## src/rtl/age_repl_pkg.sv

```systemverilog
package age_repl_pkg;

    localparam int unsigned DEF_WAYS = 4;

    typedef enum logic {
        SYM_HIT  = 1'b0,
        SYM_MISS = 1'b1
    } sym_kind_e;

    function automatic int unsigned oldest_age(input int unsigned ways);
        return ways - 1;
    endfunction

endpackage

```

## src/rtl/age_victim_scan.sv

```systemverilog
module age_victim_scan #(
    parameter int unsigned NUM_WAYS = age_repl_pkg::DEF_WAYS,
    parameter int unsigned AGE_W    = $clog2(NUM_WAYS),
    parameter int unsigned IDX_W    = $clog2(NUM_WAYS)
) (
    input  logic [NUM_WAYS*AGE_W-1:0] ages,
    output logic [NUM_WAYS-1:0]       at_max,
    output logic [IDX_W-1:0]          victim,
    output logic                      found
);
    localparam logic [AGE_W-1:0] MAX_AGE = AGE_W'(age_repl_pkg::oldest_age(NUM_WAYS));

    for (genvar g = 0; g < NUM_WAYS; g++) begin : g_cmp
        assign at_max[g] = (ages[g*AGE_W +: AGE_W] == MAX_AGE);
    end

    // Priority search: the lowest index wins because it is visited last.
    always_comb begin
        victim = '0;
        found  = 1'b0;
        for (int i = NUM_WAYS - 1; i >= 0; i--) begin
            if (at_max[i]) begin
                victim = IDX_W'(i);
                found  = 1'b1;
            end
        end
    end
endmodule

```

## src/rtl/age_next_state.sv

```systemverilog
module age_next_state #(
    parameter int unsigned NUM_WAYS = age_repl_pkg::DEF_WAYS,
    parameter int unsigned AGE_W    = $clog2(NUM_WAYS),
    parameter int unsigned IDX_W    = $clog2(NUM_WAYS)
) (
    input  logic [NUM_WAYS*AGE_W-1:0] ages,
    input  logic                      sym_vld,
    input  logic                      sym_miss,
    input  logic [IDX_W-1:0]          sym_way,
    input  logic [IDX_W-1:0]          victim,
    output logic [NUM_WAYS*AGE_W-1:0] ages_nxt
);
    import age_repl_pkg::*;

    localparam logic [AGE_W-1:0] MAX_AGE = AGE_W'(oldest_age(NUM_WAYS));

    sym_kind_e        kind;
    logic [AGE_W-1:0] ref_age;

    assign kind    = sym_kind_e'(sym_miss);
    assign ref_age = ages[sym_way*AGE_W +: AGE_W];

    for (genvar g = 0; g < NUM_WAYS; g++) begin : g_way
        localparam logic [IDX_W-1:0] GI = IDX_W'(g);
        logic [AGE_W-1:0] cur;
        assign cur = ages[g*AGE_W +: AGE_W];

        always_comb begin
            ages_nxt[g*AGE_W +: AGE_W] = cur;
            if (sym_vld) begin
                if (kind == SYM_MISS) begin
                    if (victim == GI)
                        ages_nxt[g*AGE_W +: AGE_W] = '0;
                    else if (cur != MAX_AGE)
                        ages_nxt[g*AGE_W +: AGE_W] = cur + AGE_W'(1);
                end else begin
                    if (sym_way == GI)
                        ages_nxt[g*AGE_W +: AGE_W] = '0;
                    else if (cur < ref_age)
                        ages_nxt[g*AGE_W +: AGE_W] = cur + AGE_W'(1);
                end
            end
        end
    end
endmodule

```

## src/rtl/age_repl_fsm.sv

```systemverilog
module age_repl_fsm #(
    parameter int unsigned NUM_WAYS = age_repl_pkg::DEF_WAYS,
    localparam int unsigned AGE_W   = $clog2(NUM_WAYS),
    localparam int unsigned IDX_W   = $clog2(NUM_WAYS),
    localparam int unsigned VEC_W   = NUM_WAYS * AGE_W
) (
    input  logic             clk,
    input  logic             rst,
    input  logic             sym_vld,
    input  logic             sym_miss,
    input  logic [IDX_W-1:0] sym_way,
    output logic [IDX_W-1:0] vic_way,
    output logic             vic_vld,
    output logic             vic_err,
    output logic [VEC_W-1:0] ages_o
);
    typedef struct packed {
        logic             vld;
        logic             err;
        logic [IDX_W-1:0] way;
    } evict_t;

    logic [VEC_W-1:0]    age_q;
    logic [VEC_W-1:0]    age_d;
    logic [VEC_W-1:0]    age_init;
    logic [NUM_WAYS-1:0] at_max;
    logic [IDX_W-1:0]    victim;
    logic                found;
    evict_t              ev_q;
    evict_t              ev_d;

    for (genvar g = 0; g < NUM_WAYS; g++) begin : g_init
        assign age_init[g*AGE_W +: AGE_W] = AGE_W'(g);
    end

    age_victim_scan #(.NUM_WAYS(NUM_WAYS), .AGE_W(AGE_W), .IDX_W(IDX_W)) i_scan (
        .ages   (age_q),
        .at_max (at_max),
        .victim (victim),
        .found  (found)
    );

    age_next_state #(.NUM_WAYS(NUM_WAYS), .AGE_W(AGE_W), .IDX_W(IDX_W)) i_next (
        .ages     (age_q),
        .sym_vld  (sym_vld),
        .sym_miss (sym_miss),
        .sym_way  (sym_way),
        .victim   (victim),
        .ages_nxt (age_d)
    );

    always_comb begin
        ev_d.vld = sym_vld & sym_miss;
        ev_d.err = sym_vld & sym_miss & ~found;
        ev_d.way = (sym_vld & sym_miss) ? victim : ev_q.way;
    end

    always_ff @(posedge clk) begin
        if (rst) begin
            age_q <= age_init;
            ev_q  <= '0;
        end else begin
            age_q <= age_d;
            ev_q  <= ev_d;
        end
    end

    assign ages_o  = age_q;
    assign vic_way = ev_q.way;
    assign vic_vld = ev_q.vld;
    assign vic_err = ev_q.err;

    // the set always holds exactly one stalest way
    a_r6_one_oldest: assert property (@(posedge clk) disable iff (rst)
        $countones(at_max) == 1);

    // an idle cycle freezes the state
    a_r2_idle_hold: assert property (@(posedge clk) disable iff (rst)
        !sym_vld |=> $stable(age_q));

    // the hit way is youngest afterwards
    a_r3_hit_young: assert property (@(posedge clk) disable iff (rst)
        (sym_vld && !sym_miss) |=> age_q[$past(sym_way)*AGE_W +: AGE_W] == '0);

    // the evicted way is youngest when the result is shown
    a_r5_victim_young: assert property (@(posedge clk) disable iff (rst)
        vic_vld |-> age_q[vic_way*AGE_W +: AGE_W] == '0);

    // no eviction without a preceding miss
    a_r7_vld_cause: assert property (@(posedge clk) disable iff (rst)
        vic_vld |-> $past(sym_vld && sym_miss));

    // error flag unreachable from reset
    a_r8_no_err: assert property (@(posedge clk) disable iff (rst)
        !vic_err);
endmodule

```

## config.mk

```make
export PLATFORM = sky130hd
export DESIGN_NAME = age_repl_fsm
export DESIGN_NICKNAME = d
export VERILOG_FILES = /design/src/rtl/age_repl_pkg.sv /design/src/rtl/age_victim_scan.sv /design/src/rtl/age_next_state.sv /design/src/rtl/age_repl_fsm.sv
export SDC_FILE = /design/constraint.sdc
export NUM_CORES = 1
export LEC_CHECK = 0
export ABC_AREA = 0
export BUFFER_PORTS_ARGS = -buffer_cell sky130_fd_sc_hd__buf_2
export CORE_AREA = 2 2 49 51
export CTS_CLUSTER_DIAMETER = 200
export CTS_CLUSTER_SIZE = 40
export DETAILED_ROUTE_END_ITERATION = 8
export DIE_AREA = 0 0 51 53
export PLACE_DENSITY = 0.65
export SYNTH_ARGS = -nofsm -noshare
export SYNTH_HDL_FRONTEND = slang
export SYNTH_SLANG_ARGS = --single-unit
```

## constraint.sdc

```tcl
create_clock -name clk -period 6.2 [get_ports clk]
set_clock_uncertainty 0.1 [all_clocks]
set_input_delay 1.55 -clock clk [delete_from_list [all_inputs] [get_ports clk]]
set_output_delay 1.55 -clock clk [all_outputs]
set_load 0.05 [all_outputs]
```

======== Word-level counts from Yosys, hierarchy flattened ========
Cells that the tools add are included.
Widths: inputs -> output; s select.
word-level totals
  bits in registers ....................... 12
  output and inout port bits .............. 12
  logic and storage cells ................. 75
cells by class
  add/sub/neg operators ................... 4
  order comparisons ....................... 4
  equal/unequal tests ..................... 18
  shift-type cells ........................ 1
  mux-type cells .......................... 28
  bitwise gates (word level) .............. 3
  reduce and logical (&&, ||, !) cells .... 10
operators by type and width
  operator             number
  $mux 2               24
  $eq 2x2->1 const B   8
  $ne 3x1->1 const B   4
  $reduce_and 3->1     4
  $reduce_bool 3->1    4
  $add 2x1->2 const B  4
  $lt 2x2->1           4
  $ne 2x2->1 const B   4
  $shiftx 8x4->2       1
  $eq 2x1->1 const B   2
  $logic_not 2->1      2
  $mux 1               4
  $and 1x1->1          2
  $not 1->1            1

======== Logic depth before layout (Yosys ltp) ========
Gate-level depths: netlist (run 1).
  word-level depth ........................ 8
  gate-level depth with buffers ........... 8

======== By module ========
A second synthesis (run 1) with hierarchy kept.
second synthesis, totals
  cell total of the unflattened synthesis .. 131
  area, all modules ....................... 1116.1 um^2
by module, submodules not included
  module           times used  cells an instance  area an instance (um^2)  sequential area each (um^2)
  age_next_state   1           91                 688.2                    0.0
  age_repl_fsm     1           30                 364.1                    240.2
  age_victim_scan  1           10                 63.8                     0.0

======== Worst setup path after synthesis (run 1) ========
No wires, ideal clock.
  path type ............................... input to register
  from .................................... input sym_way[0]
  to ...................................... register age_q[4], in the netlist ages_o[4]
  arrival time ............................ 3.212 ns
  data required time ...................... 5.979 ns
  path slack .............................. 2.767 ns
  stages .................................. 8
  path buffers ............................ 1
  path through ............................ buf_2 mux4_1 inv_1 ha_1 inv_1 a311oi_1 o31a_1 mux2_2
on the way
  longest elaborated chain between the ends .. 4
ends and longest elaborated chain
  item                                line                  source
  start, declared                     age_repl_fsm.sv:11    input logic [IDX_W-1:0] sym_way,
  $shiftx 8x4->2                      age_next_state.sv:21  assign ref_age = ages[sym_way*AGE_W +: AGE_W];
  $lt 2x2->1                          age_next_state.sv:39  else if (cur < ref_age)
  $reduce_bool 3->1 (no source line)  --
  $reduce_and 3->1 (no source line)   --
  end signal, assigned                age_repl_fsm.sv:60    age_q <= age_init;
  end signal, assigned                age_repl_fsm.sv:63    age_q <= age_d;
  end, declared                       age_repl_fsm.sv:23    logic [VEC_W-1:0] age_q;
Several ways; a longest one is shown, not always the timed one.
A chain may end at the register's enable or synchronous reset.

======== Worst setup path after layout (run 1) ========
Ends and elaborated chain as after synthesis.

==> out/metrics.yaml, run 1 <==
status: "completed"
drc: 0
crit_top_cell: "inv_1"
hp-start: "vic_way[1]$_SDFFE_PP0P_"
reg2reg_depth: 7
startpoint_type: "primary input"
slew_headroom_pct: 63.1
track_usage_pct: 17.4
cts_made_buffers: 3
nets: 140
min_period_ns: 3.34
cts_tree: "yes"
highest_layer: "met4"
maxCapViolCount: 0
syn-num-nets: 125
r2r-end: "ages_o[4]$_SDFFE_PP0P_"
route.met2.wl_um: 902
hold_end: "vic_way[1]$_SDFFE_PP0P_"
drt_iter0_markers: 18
p_sw_uw: 190
vias_per_cell: 5.87
leakage_uw: 0.000479
tns_ns: 0
comb_power_share_pct: 57.6
io_buffers: 17
clkTransAtPathRegs_ns: 0.08
powerDensity_mw_per_mm2: 372
grt_pass1_wl_um: 3500
antenna_found_initial: 0
die-area_mm2: 0.00270
clockBufferDepth: 2
regToRegSetupSlack_ns: 4.06
drive_gt1_share_pct: 18.5
slowest_stage: "mux4_1"
setup_violations: 0
htree_levels: 1
ff_latch_area_um2: 240
die_x_um: 51
route.met3.wl_um: 85
period_share_pct: 53.9
nFillCells: 223
place_hpwl_um: 1540
wl_um: 2080
area_growth_pct: 11.4
path_max_fanout: 14
power.clock.fraction_pct: 12.5
hold_path_class: "reg -> reg"
critPathKind: "in -> reg"
gr-total-overflow: 0
core_region_area_mm2: 0.00215
rows: 17
p_int_uw: 201
synth_seq_cells: 12
wl_met1_um: 1050
vias: 892
switching_share_pct: 48.5
cp_data_required_time_ns: 6.27
syn_avg_cell_area_um2: 8.50
endpoint_kind: "flop"
hold_violations: 0
numClockSinks: 12
grt_pass1_vias: 785
cts_root_buf: "clkbuf_4"
drt-wirelength-per-cell_um: 13.7
syn_area_um2: 943
tightest_slew_ns: 0.546
total_power_uw: 391
clk_latency_ns: 0.28
place.gp.congestion: 0.835
cts_resized: 0
crit_arrival_ns: 3.41
r2r_start: "ages_o[5]$_SDFFE_PP1P_"
synth_cells: 111
die_h_um: 53
holdBufCountCts: 0
max_freq_mhz: 299
max_stage_delay_ns: 0.58
initial_core_util_pct: 43.9
drv_slew: 0
io_pins: 18
multi_input_area_um2: 638
yosysSeqAreaShare_pct: 25.5
ys_types: 41
worstPathCellList: "buf_2, mux4_1, inv_1, ha_1, inv_1, a311oi_1, o31a_1, mux2_2"
power_frac_seq_pct: 29.9
ys_async_sr_fraction_pct: 0
diodes: 0
synthFlopType: "dfxtp_1"
antenna_left: 0
synth_edf_count: 0
hold_depth: 2
peakVddDrop_mv: 0.191
grt_max_degree: 17
yosys_warnings: 0
dr.pass1.iters: 4
postCtsSetupBuffers: 0
rsz0062_at_grt: "no"
metrics by stage:
| step | std cells | setup WS [ns] | hold slack (ns) | utilization, % | cell area, um2 |
|---|---|---|---|---|---|
| floorplan | 111 | 2.77 | 0.603 | - | 943 |
| global placement | 149 | 2.64 | 0.368 | 47.9 | 1030 |
| detailed placement | 149 | 2.57 | 0.377 | 47.9 | 1030 |
| CTS | 152 | 2.87 | 0.394 | 48.9 | 1050 |
| global route | 152 | 2.73 | 0.439 | 48.9 | 1050 |
| finish | 152 | 2.86 | 0.389 | 48.9 | 1050 |
per-layer routing:
layer  track usage (%)  up-vias
met5                 0        -
met2              26.8       15
met3              2.54        5
met4              9.46        0
li1                  -      451
met1              23.2      421
layout by cell type, fill, tap and decap left out, drive strengths merged, types with 3 or more instances in the layout:
| cell | Yosys | final |
|---|---|---|
| dfxtp | 12 | 12 |
| buf | 2 | 17 |
| nand2 | 8 | 8 |
| clkbuf | 5 | 3 |
| mux2i | 6 | 6 |
| ha | 8 | 8 |
| o211ai | 3 | 3 |
| mux2 | 3 | 3 |
| o31a | 3 | 3 |
| a21oi | 6 | 6 |
| o21ai | 3 | 3 |
| nor2 | 9 | 9 |
| inv | 8 | 8 |
| nand3b | 3 | 3 |
worst max-delay path: cells and delay by family:
| family | cells | cell delay, ns |
|---|---|---|
| muxes | 2 | 0.92 |
| AOI/OAI and AO/OA | 2 | 0.40 |
| buffers and inverters | 3 | 0.40 |
| adders and majority gates | 1 | 0.14 |
sequential cells by signal, summed over array words and instances (netlist names):
name and count:
ages_o 8, vic_err 1, vic_vld 1, vic_way 2
cell usage after synthesis (2+ instances only):
cell | n | area [um2]
dfxtp_1 | 12 | 240
nor2_1 | 9 | 33.8
ha_1 | 8 | 100
inv_1 | 8 | 30.0
nand2_1 | 8 | 30.0
a21oi_1 | 6 | 30.0
mux2i_1 | 6 | 60.1
clkbuf_1 | 5 | 18.8
mux2_2 | 3 | 33.8
nand3b_1 | 3 | 22.5
o211ai_1 | 3 | 22.5
o21ai_0 | 3 | 15.0
o31a_1 | 3 | 26.3
and2b_1 | 2 | 15.0
nand2b_1 | 2 | 12.5
nand3_1 | 2 | 10.0
nor3_1 | 2 | 10.0
nor3b_1 | 2 | 15.0
o311a_1 | 2 | 20.0
how the worst max path moves through the flow:
stage	cells after the start	startpoint	slack, ns	endpoint
after floorplan	8	sym_way[0]	2.77	ages_o[4]$_SDFFE_PP0P_
after global placement	8	sym_way[0]	2.64	ages_o[4]$_SDFFE_PP0P_
after detailed placement	8	sym_way[0]	2.57	ages_o[4]$_SDFFE_PP0P_
after CTS	8	sym_way[0]	2.87	ages_o[4]$_SDFFE_PP0P_
after global routing	8	sym_way[0]	2.73	ages_o[4]$_SDFFE_PP0P_
final	8	sym_way[0]	2.86	ages_o[4]$_SDFFE_PP0P_
layout make-up:
type / count / area share, %
Timing Repair Buffer: 17 / 8.10
Multi-Input combinational cell: 84 / 60.7
Clock buffer: 3 / 2.14
Tap cell: 28 / 3.33
Sequential cell: 12 / 22.9
Inverter: 8 / 2.86
power by group through the flow:
stage	clock network, uW	registers (uW)	logic (uW)
6_report	48.8	117	226
3_3_place_gp	0	118	223
2_1_floorplan	0	172	125
3_5_place_dp	0	118	225
5_1_grt	53.8	119	249
4_1_cts	49.4	116	227
cells by family after synthesis:
group           count (synthesis)  synth area share, %
simple gates                   36                 21.1
compound gates                 30                 23.2
buf+inv                        15                 6.90
flops                          12                 25.5
mux                            10                 12.7
fa+ha+maj                       8                 10.6
(Power assumes the default switching activity.)
==> run 2: changes to the inputs <==
Clock period 6.2 ns to 3.1 ns, I/O delays scaled along.
==> run 2 against run 1 <==
Sequential share of layout area fell by 0.45 points. Count of clock-buffer cells in the layout grew 1. Critical path depth stayed put. Design area is 2.0% higher. Routed wire length increased by 7.2%. Worst setup slack got worse by 2.2 ns. Global-route usage rose by 2.5 points. Register-to-register slack got worse by 3.1 ns. Via count increased by 1.7%. Final cell count increased by 1.3%. Die area is the same. Highest routed layer unchanged.
==> out/metrics.yaml, run 2 (same netlist as run 1, synthesis figures left out) <==
crit_top_cell: "inv_1"
power_frac_seq_pct: 28.8  # -1.1 points
numClockSinks: 12  # unchanged
holdBufCountCts: 0  # unchanged
initial_core_util_pct: 43.9  # unchanged
crit_family: "multiplexers"
startpoint_type: "primary input"
area_growth_pct: 13.7
rsz0062_at_grt: "no"
setup_violations: 0  # unchanged
drt-wirelength-per-cell_um: 14.4  # +5.8%
final_common_cell: "buf_2"
wl_um: 2230  # +7.2%
io_buffers: 17  # unchanged
critPathKind: "in -> reg"
p_int_uw: 430  # +110%
tns_ns: 0  # unchanged
place_hpwl_um: 1600  # +4.1%
leakage_uw: 0.000491  # +2.5%
largest_register_ff_count: 8  # unchanged
ff_latch_area_um2: 240  # unchanged
finalNonFillerCells: 154  # +1.3%
drv_slew: 0  # unchanged
track_usage_pct: 19.8  # +2.5 points
grt_max_degree: 17  # unchanged
min_period_ns: 2.39
multi_input_area_um2: 638  # unchanged
nFillCells: 221  # -0.90%
gr-total-overflow: 0  # unchanged
vias_per_cell: 5.89  # +0.36%
endpoint_kind: "flop"
slowest_stage: "mux4_1"
io_pins: 18  # unchanged
htree_levels: 1  # unchanged
grt_pass1_wl_um: 3910  # +12%
powerDensity_mw_per_mm2: 763  # +110%
hold_path_class: "reg -> reg"
place.gp.congestion: 0.815  # -2.3%
max_stage_delay_ns: 0.54  # -0.04 ns
slew_headroom_pct: 57.1  # -6.0 points
peakVddDrop_mv: 0.456  # +140%
vias: 907  # +1.7%
die_x_um: 51  # unchanged
path_max_fanout: 4  # -10
drt_iter0_markers: 13  # -5
clockBufferDepth: 2  # unchanged
layout_common_cells: "17 x buf_2, 12 x dfxtp_1, 9 x nor2_1"
comb_power_share_pct: 55.0  # -2.6 points
regToRegSetupSlack_ns: 0.95  # -3.11 ns
cts_made_buffers: 3  # unchanged
rows: 17  # unchanged
cp_num_buf_inv: 3  # unchanged
diodes: 0  # unchanged
period_share_pct: 77.2
clk_latency_ns: 0.29  # about the same
total_power_uw: 818  # +110%
nets: 141  # +0.71%
tightest_slew_ns: 0.636  # +0.0892 ns
antenna_found_initial: 0  # unchanged
cp_data_required_time_ns: 3.18  # -3.09 ns
power.clock.fraction_pct: 16.2  # +3.7 points
drive_gt1_share_pct: 19.8  # +1.3 points
crit_arrival_ns: 2.48  # -0.93 ns
status: "completed"
switching_share_pct: 47.5  # -1.0 points
maxCapViolCount: 0  # unchanged
cts_resized: 0  # unchanged
post-route-util_pct: 49.9  # +0.99 points
cts_tree: "yes"
grt_pass1_vias: 836  # +6.5%
clkTransAtPathRegs_ns: 0.08  # about the same
drc: 0  # unchanged
whs_ns: 0.385  # -0.00377 ns
die-area_mm2: 0.00270  # unchanged
p_sw_uw: 389  # +100%
cts_root_buf: "clkbuf_4"
worstPathCellList: "buf_2, mux4_1, inv_1, ha_1, inv_1, a311oi_1, o31a_1, mux2_2"
antenna_left: 0  # unchanged
postCtsSetupBuffers: 0  # unchanged
core_region_area_mm2: 0.00215  # unchanged
die_h_um: 53  # unchanged
dr.pass1.iters: 4  # unchanged
place_inst: 150  # +0.67%
max_freq_mhz: 418
hold_violations: 0  # unchanged
run 2: cell count changes in the layout (fill, tap and decap cells not counted):
cell / previous run / this run
buf_4: 0 / 1
clkbuf_8: 0 / 1
run 2: routing by layer:
layer,up-vias,GRT usage [%],wire [um]
met5,-,0,0
met4,0,13.1,57
met3,5,4.52,77
met2,17,29.4,979
met1,434,25.6,1110
li1,451,-,-
run 2: worst register-to-register path, stage by stage, from the launching register on:
cell	delay, ns
dfxtp_1	0.38
mux4_1	0.51
inv_1	0.15
ha_1	0.14
inv_1	0.03
a311oi_1	0.21
o31a_1	0.20
mux2_2	0.34
run 2: worst paths after layout:
check	start	cells past startpoint	endpoint
worst max register to register	ages_o[5]$_SDFFE_PP1P_	7	ages_o[4]$_SDFFE_PP0P_
worst max-delay path	sym_way[0]	8	ages_o[4]$_SDFFE_PP0P_
worst min register to register	vic_way[1]$_SDFFE_PP0P_	2	vic_way[1]$_SDFFE_PP0P_
worst min-delay path	vic_way[1]$_SDFFE_PP0P_	2	vic_way[1]$_SDFFE_PP0P_
run 2: through the flow:
| step | area, um2 | setup slack (ns) |
|---|---|---|
| after global placement | 1040 | 0.451 |
| after CTS | 1070 | 0.734 |
| after global routing | 1070 | 0.551 |
| after detailed placement | 1040 | 0.416 |
| final | 1070 | 0.707 |
| after floorplan | 943 | 0.442 |
run 2: area by class of cell:
type	instances	share of cell area, %
multi-input cells	84	59.5
flip-flops and latches	12	22.4
repair buffers	18	8.63
clock buffers	4	3.38
well taps	28	3.27
inverters	8	2.80
run 2: power groups by stage:
stage          Sequential, uW  Combinational [uW]  Clock, uW
2_1_floorplan             344                 249          0
3_3_place_gp              237                 445          0
3_5_place_dp              240                 450          0
4_1_cts                   236                 451        138
5_1_grt                   243                 505        146
6_report                  236                 450        133
